`src/rtl/pwm_clkctl_pkg.sv`:
```
// Shared field positions of the PWM clock control word.
// Assumes a fixed 32-bit word; the positions are the software-visible layout.
package pwm_clkctl_pkg;
    localparam int WORD_W  = 32;
    localparam int DIV_W   = 2;
    localparam int B_SRC   = 0;
    localparam int B_RSV   = 2;
    localparam int B_DIVLO = 4;
    localparam int B_LOCK  = 8;
    localparam int B_ERR   = 14;
    localparam int B_RDY   = 15;
endpackage

```
`src/rtl/pwm_clkctl_regs.sv`:
```
// Register storage: lock-guarded configuration, sticky error flag, read image.
// Assumes wr_hit is already address-qualified; the lock test uses the pre-write lock.
module pwm_clkctl_regs
    import pwm_clkctl_pkg::*;
#(
    parameter bit HR_PRESENT = 1'b1
) (
    input  logic              clk,
    input  logic              rst_n,
    input  logic              wr_hit,
    input  logic [WORD_W-1:0] wr_data,
    input  logic              hr_en,
    input  logic              hr_ready,
    input  logic              hr_err,
    output logic              lock,
    output logic [DIV_W-1:0]  div_code,
    output logic              src_req,
    output logic              err_q,
    output logic [WORD_W-1:0] image
);
    logic rdy_vis;

    // Configuration fields: lock always writable, the rest only while unlocked.
    always_ff @(posedge clk) begin
        if (!rst_n) begin
            lock     <= 1'b0;
            div_code <= '0;
            src_req  <= 1'b0;
        end else if (wr_hit) begin
            lock <= wr_data[B_LOCK];
            if (!lock) begin
                div_code <= wr_data[B_DIVLO +: DIV_W];
                src_req  <= wr_data[B_SRC];
            end
        end
    end

    generate
        if (HR_PRESENT) begin : g_hr
            // Sticky error: hardware set wins over a software write of zero.
            always_ff @(posedge clk) begin
                if (!rst_n) begin
                    err_q <= 1'b0;
                end else if (hr_en && hr_err) begin
                    err_q <= 1'b1;
                end else if (wr_hit && !wr_data[B_ERR]) begin
                    err_q <= 1'b0;
                end
            end
            assign rdy_vis = hr_ready & hr_en;
        end else begin : g_no_hr
            assign err_q   = 1'b0;
            assign rdy_vis = 1'b0;
        end
    endgenerate

    // Read image: unlisted bits zero, reserved bit fixed at one.
    always_comb begin
        image                  = '0;
        image[B_SRC]           = src_req;
        image[B_RSV]           = 1'b1;
        image[B_DIVLO +: DIV_W] = div_code;
        image[B_LOCK]          = lock;
        image[B_ERR]           = err_q & hr_en;
        image[B_RDY]           = rdy_vis;
    end
endmodule

```
`src/rtl/pwm_clkctl_srcsel.sv`:
```
// Clock-enable source mux whose selection only follows the request while PWM is off.
// Assumes both enables are synchronous to clk.
module pwm_clkctl_srcsel (
    input  logic clk,
    input  logic rst_n,
    input  logic src_req,
    input  logic pwm_on,
    input  logic bus_ce,
    input  logic aux_ce,
    output logic src_act,
    output logic sel_ce
);
    // Active source: adopt the requested one only when no generator runs.
    always_ff @(posedge clk) begin
        if (!rst_n) begin
            src_act <= 1'b0;
        end else if (!pwm_on) begin
            src_act <= src_req;
        end
    end

    // Pass the enable of the active source.
    always_comb sel_ce = src_act ? aux_ce : bus_ce;
endmodule

```
`src/rtl/pwm_clkctl_div.sv`:
```
// Power-of-two enable divider: ratio 2^(code+1), restarts when the code changes.
// Assumes ce is a single-cycle enable; pulse is combinational from ce.
module pwm_clkctl_div #(
    parameter int DIV_W = 2
) (
    input  logic             clk,
    input  logic             rst_n,
    input  logic             ce,
    input  logic [DIV_W-1:0] div_code,
    output logic             pulse
);
    localparam int CNT_W = 2 ** DIV_W;

    logic [DIV_W-1:0] code_q;
    logic [CNT_W-1:0] cnt;
    logic [CNT_W-1:0] last;
    logic             changed;

    // Terminal count: low (code+1) bits set.
    always_comb begin
        last = '0;
        for (int i = 0; i < CNT_W; i++) begin
            if (i <= int'(div_code)) last[i] = 1'b1;
        end
    end

    always_comb changed = (div_code != code_q);
    always_comb pulse   = ce && !changed && (cnt == last);

    // Counter: restart on code change, else count enables and wrap at terminal.
    always_ff @(posedge clk) begin
        if (!rst_n) begin
            code_q <= '0;
            cnt    <= '0;
        end else begin
            code_q <= div_code;
            if (changed) begin
                cnt <= '0;
            end else if (ce) begin
                cnt <= (cnt == last) ? '0 : cnt + 1'b1;
            end
        end
    end
endmodule

```
`src/rtl/pwm_clkctl.sv`:
```
// Top: address decode, control register, source select and PWM enable divider.
// Assumes single-cycle writes and a combinational read at reg_addr.
module pwm_clkctl
    import pwm_clkctl_pkg::*;
#(
    parameter int               ADDR_W     = 8,
    parameter logic [ADDR_W-1:0] REG_ADDR  = 8'h20,
    parameter bit               HR_PRESENT = 1'b1
) (
    input  logic              clk,
    input  logic              rst_n,
    input  logic [ADDR_W-1:0] reg_addr,
    input  logic              wr_en,
    input  logic [31:0]       wr_data,
    output logic [31:0]       rd_data,
    input  logic              bus_ce,
    input  logic              aux_ce,
    input  logic              pwm_on,
    input  logic              hr_en,
    input  logic              hr_ready,
    input  logic              hr_err,
    output logic              pwm_ce
);
    logic              rd_hit;
    logic              wr_hit;
    logic              lock;
    logic [DIV_W-1:0]  div_code;
    logic              src_req;
    logic              src_act;
    logic              sel_ce;
    logic              err_q;
    logic [WORD_W-1:0] image;

    // Address decode for both directions.
    always_comb rd_hit = (reg_addr == REG_ADDR);
    always_comb wr_hit = wr_en && rd_hit;
    always_comb rd_data = rd_hit ? image : '0;

    pwm_clkctl_regs #(.HR_PRESENT(HR_PRESENT)) u_regs (
        .clk(clk), .rst_n(rst_n), .wr_hit(wr_hit), .wr_data(wr_data),
        .hr_en(hr_en), .hr_ready(hr_ready), .hr_err(hr_err),
        .lock(lock), .div_code(div_code), .src_req(src_req),
        .err_q(err_q), .image(image)
    );

    pwm_clkctl_srcsel u_src (
        .clk(clk), .rst_n(rst_n), .src_req(src_req), .pwm_on(pwm_on),
        .bus_ce(bus_ce), .aux_ce(aux_ce), .src_act(src_act), .sel_ce(sel_ce)
    );

    pwm_clkctl_div #(.DIV_W(DIV_W)) u_div (
        .clk(clk), .rst_n(rst_n), .ce(sel_ce), .div_code(div_code), .pulse(pwm_ce)
    );
endmodule

```
`config.mk`:
```
export PLATFORM = sky130hd
export DESIGN_NAME = pwm_clkctl
export DESIGN_NICKNAME = d
export VERILOG_FILES = /design/src/rtl/pwm_clkctl_pkg.sv /design/src/rtl/pwm_clkctl_regs.sv /design/src/rtl/pwm_clkctl_srcsel.sv /design/src/rtl/pwm_clkctl_div.sv /design/src/rtl/pwm_clkctl.sv
export SDC_FILE = /design/constraint.sdc
export NUM_CORES = 1
export LEC_CHECK = 0
export ABC_AREA = 1
export ABC_CLOCK_PERIOD_IN_PS = 900
export BUFFER_PORTS_ARGS = -buffer_cell sky130_fd_sc_hd__buf_4
export CAP_MARGIN = 40
export CELL_PAD_IN_SITES_DETAIL_PLACEMENT = 0
export CELL_PAD_IN_SITES_GLOBAL_PLACEMENT = 2
export CORE_MARGIN = 3
export CORE_UTILIZATION = 15
export CTS_CLUSTER_DIAMETER = 120
export DETAILED_ROUTE_END_ITERATION = 6
export PLACE_DENSITY = 0.87
export SYNTH_ARGS = -nofsm -noshare
export SYNTH_HDL_FRONTEND = slang
export SYNTH_SLANG_ARGS = --single-unit
```
`constraint.sdc`:
```
create_clock -name clk -period 0.9 [get_ports clk]
set_input_delay 0.18 -clock clk [delete_from_list [all_inputs] [get_ports clk]]
set_output_delay 0.18 -clock clk [all_outputs]
set_load 0.02 [all_outputs]
```
==> Yosys cells after proc, flatten, opt, wreduce, memory -nomap -nowiden <==
Index checks and enable logic that the tools add are counted.
{ "classes": {"n_addsub": 1, "multipliers": 0, "div": 0, "n_lt_le_gt_ge": 3, "eq_ne": 3, "shift": 0, "n_mux": 8, "bitwise_logic": 4, "reduce_logical": 10} }
{ "op_table": {"columns": ["operator", "n"], "rows": [
  ["16-bit two-way mux", 1],
  ["8-bit by 6-bit == test with 1-bit output (second input constant)", 1],
  ["1-bit two-way mux", 6],
  ["1-bit logical AND", 5],
  ["4-bit by 1-bit adder with 4-bit output (second input constant)", 1],
  ["4-bit == test", 1],
  ["2-bit <= comparator (first input constant)", 2],
  ["4-bit two-way mux", 1],
  ["1-bit bitwise AND", 2],
  ["1-bit by 2-bit <= comparator with 1-bit output (first input constant)", 1],
  ["1-bit zero test", 2],
  ["2-bit != test", 1],
  ["1-bit inverter", 2],
  ["2-bit AND reduction", 1],
  ["2-bit nonzero test", 1],
  ["2-bit OR reduction", 1]
]} }
{ "word_totals": {"regBits": 12, "latch_bits": 0, "mem_bits_rw": 0, "rom_bits": 0, "inputBits": 49, "word_cells": 36, "n_memories": 0} }

==> Depth between registers and ports, before layout <==
{ "depth": {"depth_word": 5, "ltp_mapped": 8} }

==> Hierarchy <==
A second synthesis with hierarchy kept.
{ "hier_totals": {"cells_unflattened": 206, "area_unflattened_um2": 1262.5} }
{ "by_module_without_submodules": {"columns": ["mod", "instances", "cells_each", "area_each_um2", "seq_area_each_um2"], "rows": [
  ["pwm_clkctl_regs", 1, 66, 461.7, 100.1],
  ["pwm_clkctl", 1, 83, 426.7, 0.0],
  ["pwm_clkctl_div", 1, 48, 321.6, 120.1],
  ["pwm_clkctl_srcsel", 1, 9, 52.6, 20.0]
]} }

==> Worst setup path before layout <==
OpenSTA, ideal clock, no wires.
{ "synth_path": {"kind": "register -> output", "startpoint": "register u_src.src_act", "endpoint": "output pwm_ce", "t_arrival_ns": 1.223, "required_ns": 0.720, "setup_slack_ns": -0.503, "stages_incl_launch_ff": 4, "path_buffers": 0, "cell_sequence": "dfxtp_1 o21ai_2 nand3_1 nor3_1"} }
{ "synth_between": {"elab_chain_len": 3} }
{ "synth_lines": {"columns": ["item", "line", "source"], "rows": [
  ["from (decl)", "pwm_clkctl_srcsel.sv:10", "output logic src_act,"],
  ["from (signal assigned)", "pwm_clkctl_srcsel.sv:18", "src_act <= src_req;"],
  ["1-bit two-way mux", "pwm_clkctl_srcsel.sv:23", "always_comb sel_ce = src_act ? aux_ce : bus_ce;"],
  ["1-bit logical AND (2 in series)", "pwm_clkctl_div.sv:28", "always_comb pulse = ce && !changed && (cnt == last);"],
  ["to (decl)", "pwm_clkctl.sv:22", "output logic pwm_ce"]
]} }
Every way passes these cells.

==> Final worst setup path <==
{ "layout_path": {"startpoint": "register u_regs.div_code[0]", "endpoint": "output pwm_ce"} }
{ "layout_between": {"elab_chain_len": 4, "elab_cells_between_ends": 11} }
{ "layout_lines": {"columns": ["item", "line", "source"], "rows": [
  ["from (decl)", "pwm_clkctl_regs.sv:16", "output logic [DIV_W-1:0] div_code,"],
  ["from (signal assigned)", "pwm_clkctl_regs.sv:32", "div_code <= wr_data[B_DIVLO +: DIV_W];"],
  ["1-bit by 2-bit <= comparator with 1-bit output, or another cell as far along", "pwm_clkctl_div.sv:23", "if (i <= int'(div_code)) last[i] = 1'b1;"],
  ["1-bit two-way mux or 1-bit zero test (tied branches)", "pwm_clkctl_div.sv:23, pwm_clkctl_div.sv:28", null],
  ["4-bit == test or 1-bit logical AND (tied branches)", "pwm_clkctl_div.sv:28", null],
  ["1-bit logical AND (*)", "pwm_clkctl_div.sv:28", null]
]} }
Every way passes the cells marked *; elsewhere a longest branch is shown, timed or not.

==> results.yml <==
outcome:
  outcome: "finished with violations"
  violations: "negative setup slack"
final_layout:
  area_growth_pct: 66.1
  utilization: 0.263
  nets: 224
  fin_cells: 245
  antennaDiodeCount: 0
  layout-drive-gt1-share: 0.532
floorplanning:
  die_h_um: 83.2
  dieArea_sq_um: 6920
  top_level_ports: 82
  initial_utilization: 0.158
  row_count: 27
  coreArea_sq_um: 5640
  dieWidth_um: 83.2
worst_setup_path:
  crit_path_cell_trace: "o21ai_2, nand3_2, nor3_4, buf_6"
  cp_max_fo: 5
  crit_path_end_kind: "output pin"
  worstPathRequired_ns: 0.72
  crit_buf_inv: 1
  max_stage_delay_ns: 0.37
  cp.arrival_ns: 1.20
  crit_family: "flip-flops"
  cp_slowest_cell: "dfxtp_4"
  worstSetupPathType: "flop to output pin"
  start_kind: "flop"
synthesis:
  synth_xor_area_frac: 0.0476
  synth_mux_area_frac: 0
  synth_seq_cells: 12
  synthAdderAreaFrac: 0.0140
  yosys.area_share.simple: 0.291
  synth_top_family_by_area: "buffers and inverters"
  syn_area_sq_um: 893
  synth_compound_area_frac: 0.0756
  avgSynthCellArea_sq_um: 6.87
  synthCells: 130
  yosysWarnings: 0
  ys_types: 23
  ys_seq_area_frac: 0.269
clocking:
  cts_max_level: 1
  worst_skew_pair.late_latency_ns: 0.24
  cts_inserted_buffers: 3
  clk_pin_slew_ns: 0.06
  cts_buffer_depth: 2
  cts.sinks: 12
  cts_tree: "yes"
  cts_root_buffer: "clkbuf_8"
job:
  cap_violations: 0
sta:
  rsz0062_at_grt: "yes"
  final.setup.tns_ns: -3.33
  fmax_ghz: 0.723
  finalHoldViolations: 0
  finalMaxSlewViolations: 0
  clock_skew_ns: 0.000821
  fin_crit_sh: 1.54
  min_period_ns: 1.38
  setup_viol: 15
  fin_ws_ns: -0.483
detailed_routing:
  wl_met2_mm: 1.10
  via_count: 808
  route.detailed.drc: 0
  wl_met3_um: 149
  met1_length_um: 874
  first_iter_violations: 21
  drtPass1Iterations: 2
  via_per_inst: 3.30
  drt_wl_total_mm: 2.14
  wl_per_cell_um: 8.72
  routed.top_layer: "met4"
  ant_nets: 0
power_and_ir_drop:
  p_leak_nw: 0.676
  total_power_w: 0.00152
  ir_drop_v: 0.000368
  p_per_area_nw_per_um2: 1020
placement:
  dp_hpwl_mm: 1.77
  placed_cells: 237
  gp_congestion: 0.662
  io_buffers: 29
grt:
  grt_pass1_wl_mm: 3.42
  antenna_found_initial: 0
  grtUsageTotal: 0.0613
  grt_max_degree: 8
  gr-total-overflow: 0
  grt_pass1_vias: 768
hold_path:
  hold_class: "primary input to flop"
## layer usage
| metal | vias to the layer above | track usage |
|---|---|---|
| met5 | - | 0 |
| met4 | 0 | 0.0178 |
| met3 | 2 | 0.0268 |
| met2 | 23 | 0.106 |
| met1 | 356 | 0.0675 |
| li1 | 427 | - |
## cells by family after synthesis
kind of cell             after synthesis
AO/OA/AOI/OAI                         10
XOR/XNOR                               4
adder cells (fa/ha/maj)                1
buffers and inverters                 43
flip-flops                            12
other                                  1
AND/OR/NAND/NOR                       59
## registers in the layout, summed over array words and instances, names as in the netlist
name	cells
u_div.cnt	4
u_regs.div_code	2
u_regs.err_q	1
u_div.code_q	2
u_regs.src_req	1
u_src.src_act	1
u_regs.lock	1
## final timing paths
check	cells past startpoint	startpoint	slack (ns)	to
worst max register to register	8	u_regs.div_code[0]	-0.37	u_div.cnt[1]
worst min-delay path	3	wr_data[4]	0.16	u_regs.div_code[0]
worst min register to register	2	u_regs.err_q	0.45	u_regs.err_q
worst max-delay path	4	u_regs.div_code[0]	-0.48	pwm_ce
## area by class of cell
cell class	instances	area, sq um
clock buffers	4	55.1
fillers	596	4160
inverters	16	67.6
multi-input cells	99	636
flip-flops and latches	12	253
well taps	72	90.1
repair buffers	42	383
## worst reg2reg max path: cells and delay by family (launching register included)
kind | cells | cell delay (ns)
AOI/OAI and AO/OA | 2 | 0.31
buffers and inverters | 3 | 0.28
and+or+nand+nor | 3 | 0.21
DFF | 1 | 0.37
## cell usage after synthesis
| library cell | count | area [sq um] |
|---|---|---|
| nor2_4 | 1 | 11.3 |
| or2_2 | 1 | 6.26 |
| buf_6 | 1 | 11.3 |
| xnor2_2 | 1 | 16.3 |
| nor3_1 | 2 | 10.0 |
| o21ai_1 | 2 | 10.0 |
| nand2_1 | 25 | 93.8 |
| conb_1 | 1 | 3.75 |
| buf_4 | 26 | 195 |
| inv_1 | 15 | 56.3 |
| nand3_1 | 4 | 20.0 |
| inv_2 | 1 | 3.75 |
| a21oi_1 | 4 | 20.0 |
| o21bai_4 | 1 | 18.8 |
| ha_1 | 1 | 12.5 |
| nor2_2 | 3 | 18.8 |
| o21ai_0 | 2 | 10.0 |
| o21ai_2 | 1 | 8.76 |
| xnor2_1 | 1 | 8.76 |
| xor2_1 | 2 | 17.5 |
| nand3_4 | 1 | 17.5 |
| dfxtp_1 | 12 | 240 |
| nor2_1 | 22 | 82.6 |
## metrics by stage
| stage | setup WS (ns) | area (sq um) | hold slack [ns] |
|---|---|---|---|
| after detailed placement | -0.431 | 1240 | 0.420 |
| after floorplan | -0.239 | 1080 | 0.278 |
| after global routing | -0.560 | 1480 | 0.175 |
| after CTS | -0.522 | 1430 | 0.150 |
| final | -0.483 | 1480 | 0.164 |
| after global placement | -0.395 | 1240 | 0.417 |
## power by group
group	internal, W	total (W)	switching [W]
combinational	0.000153	0.000364	0.000210
clock	0.000387	0.000608	0.000221
sequential	0.000535	0.000545	0.00000959
## layout by cell type, fill, tap and decap left out, drive strengths merged, types with 2 or more instances in the layout
cell     n
nor2    26
xor2     2
o21ai    5
a21oi    4
nand3    5
inv     16
nand2   25
xnor2    2
buf     42
clkbuf   4
dfxtp   12
conb    25
nor3     2
## timing repair
item | in CTS | in global routing
hold buffers | 0 | 0
pin swaps | 14 | 8
buffers inserted | 3 | 1
setup endpoints to repair | 13 | 17
resized for setup | 33 | 15
(Power assumes the default switching activity.)
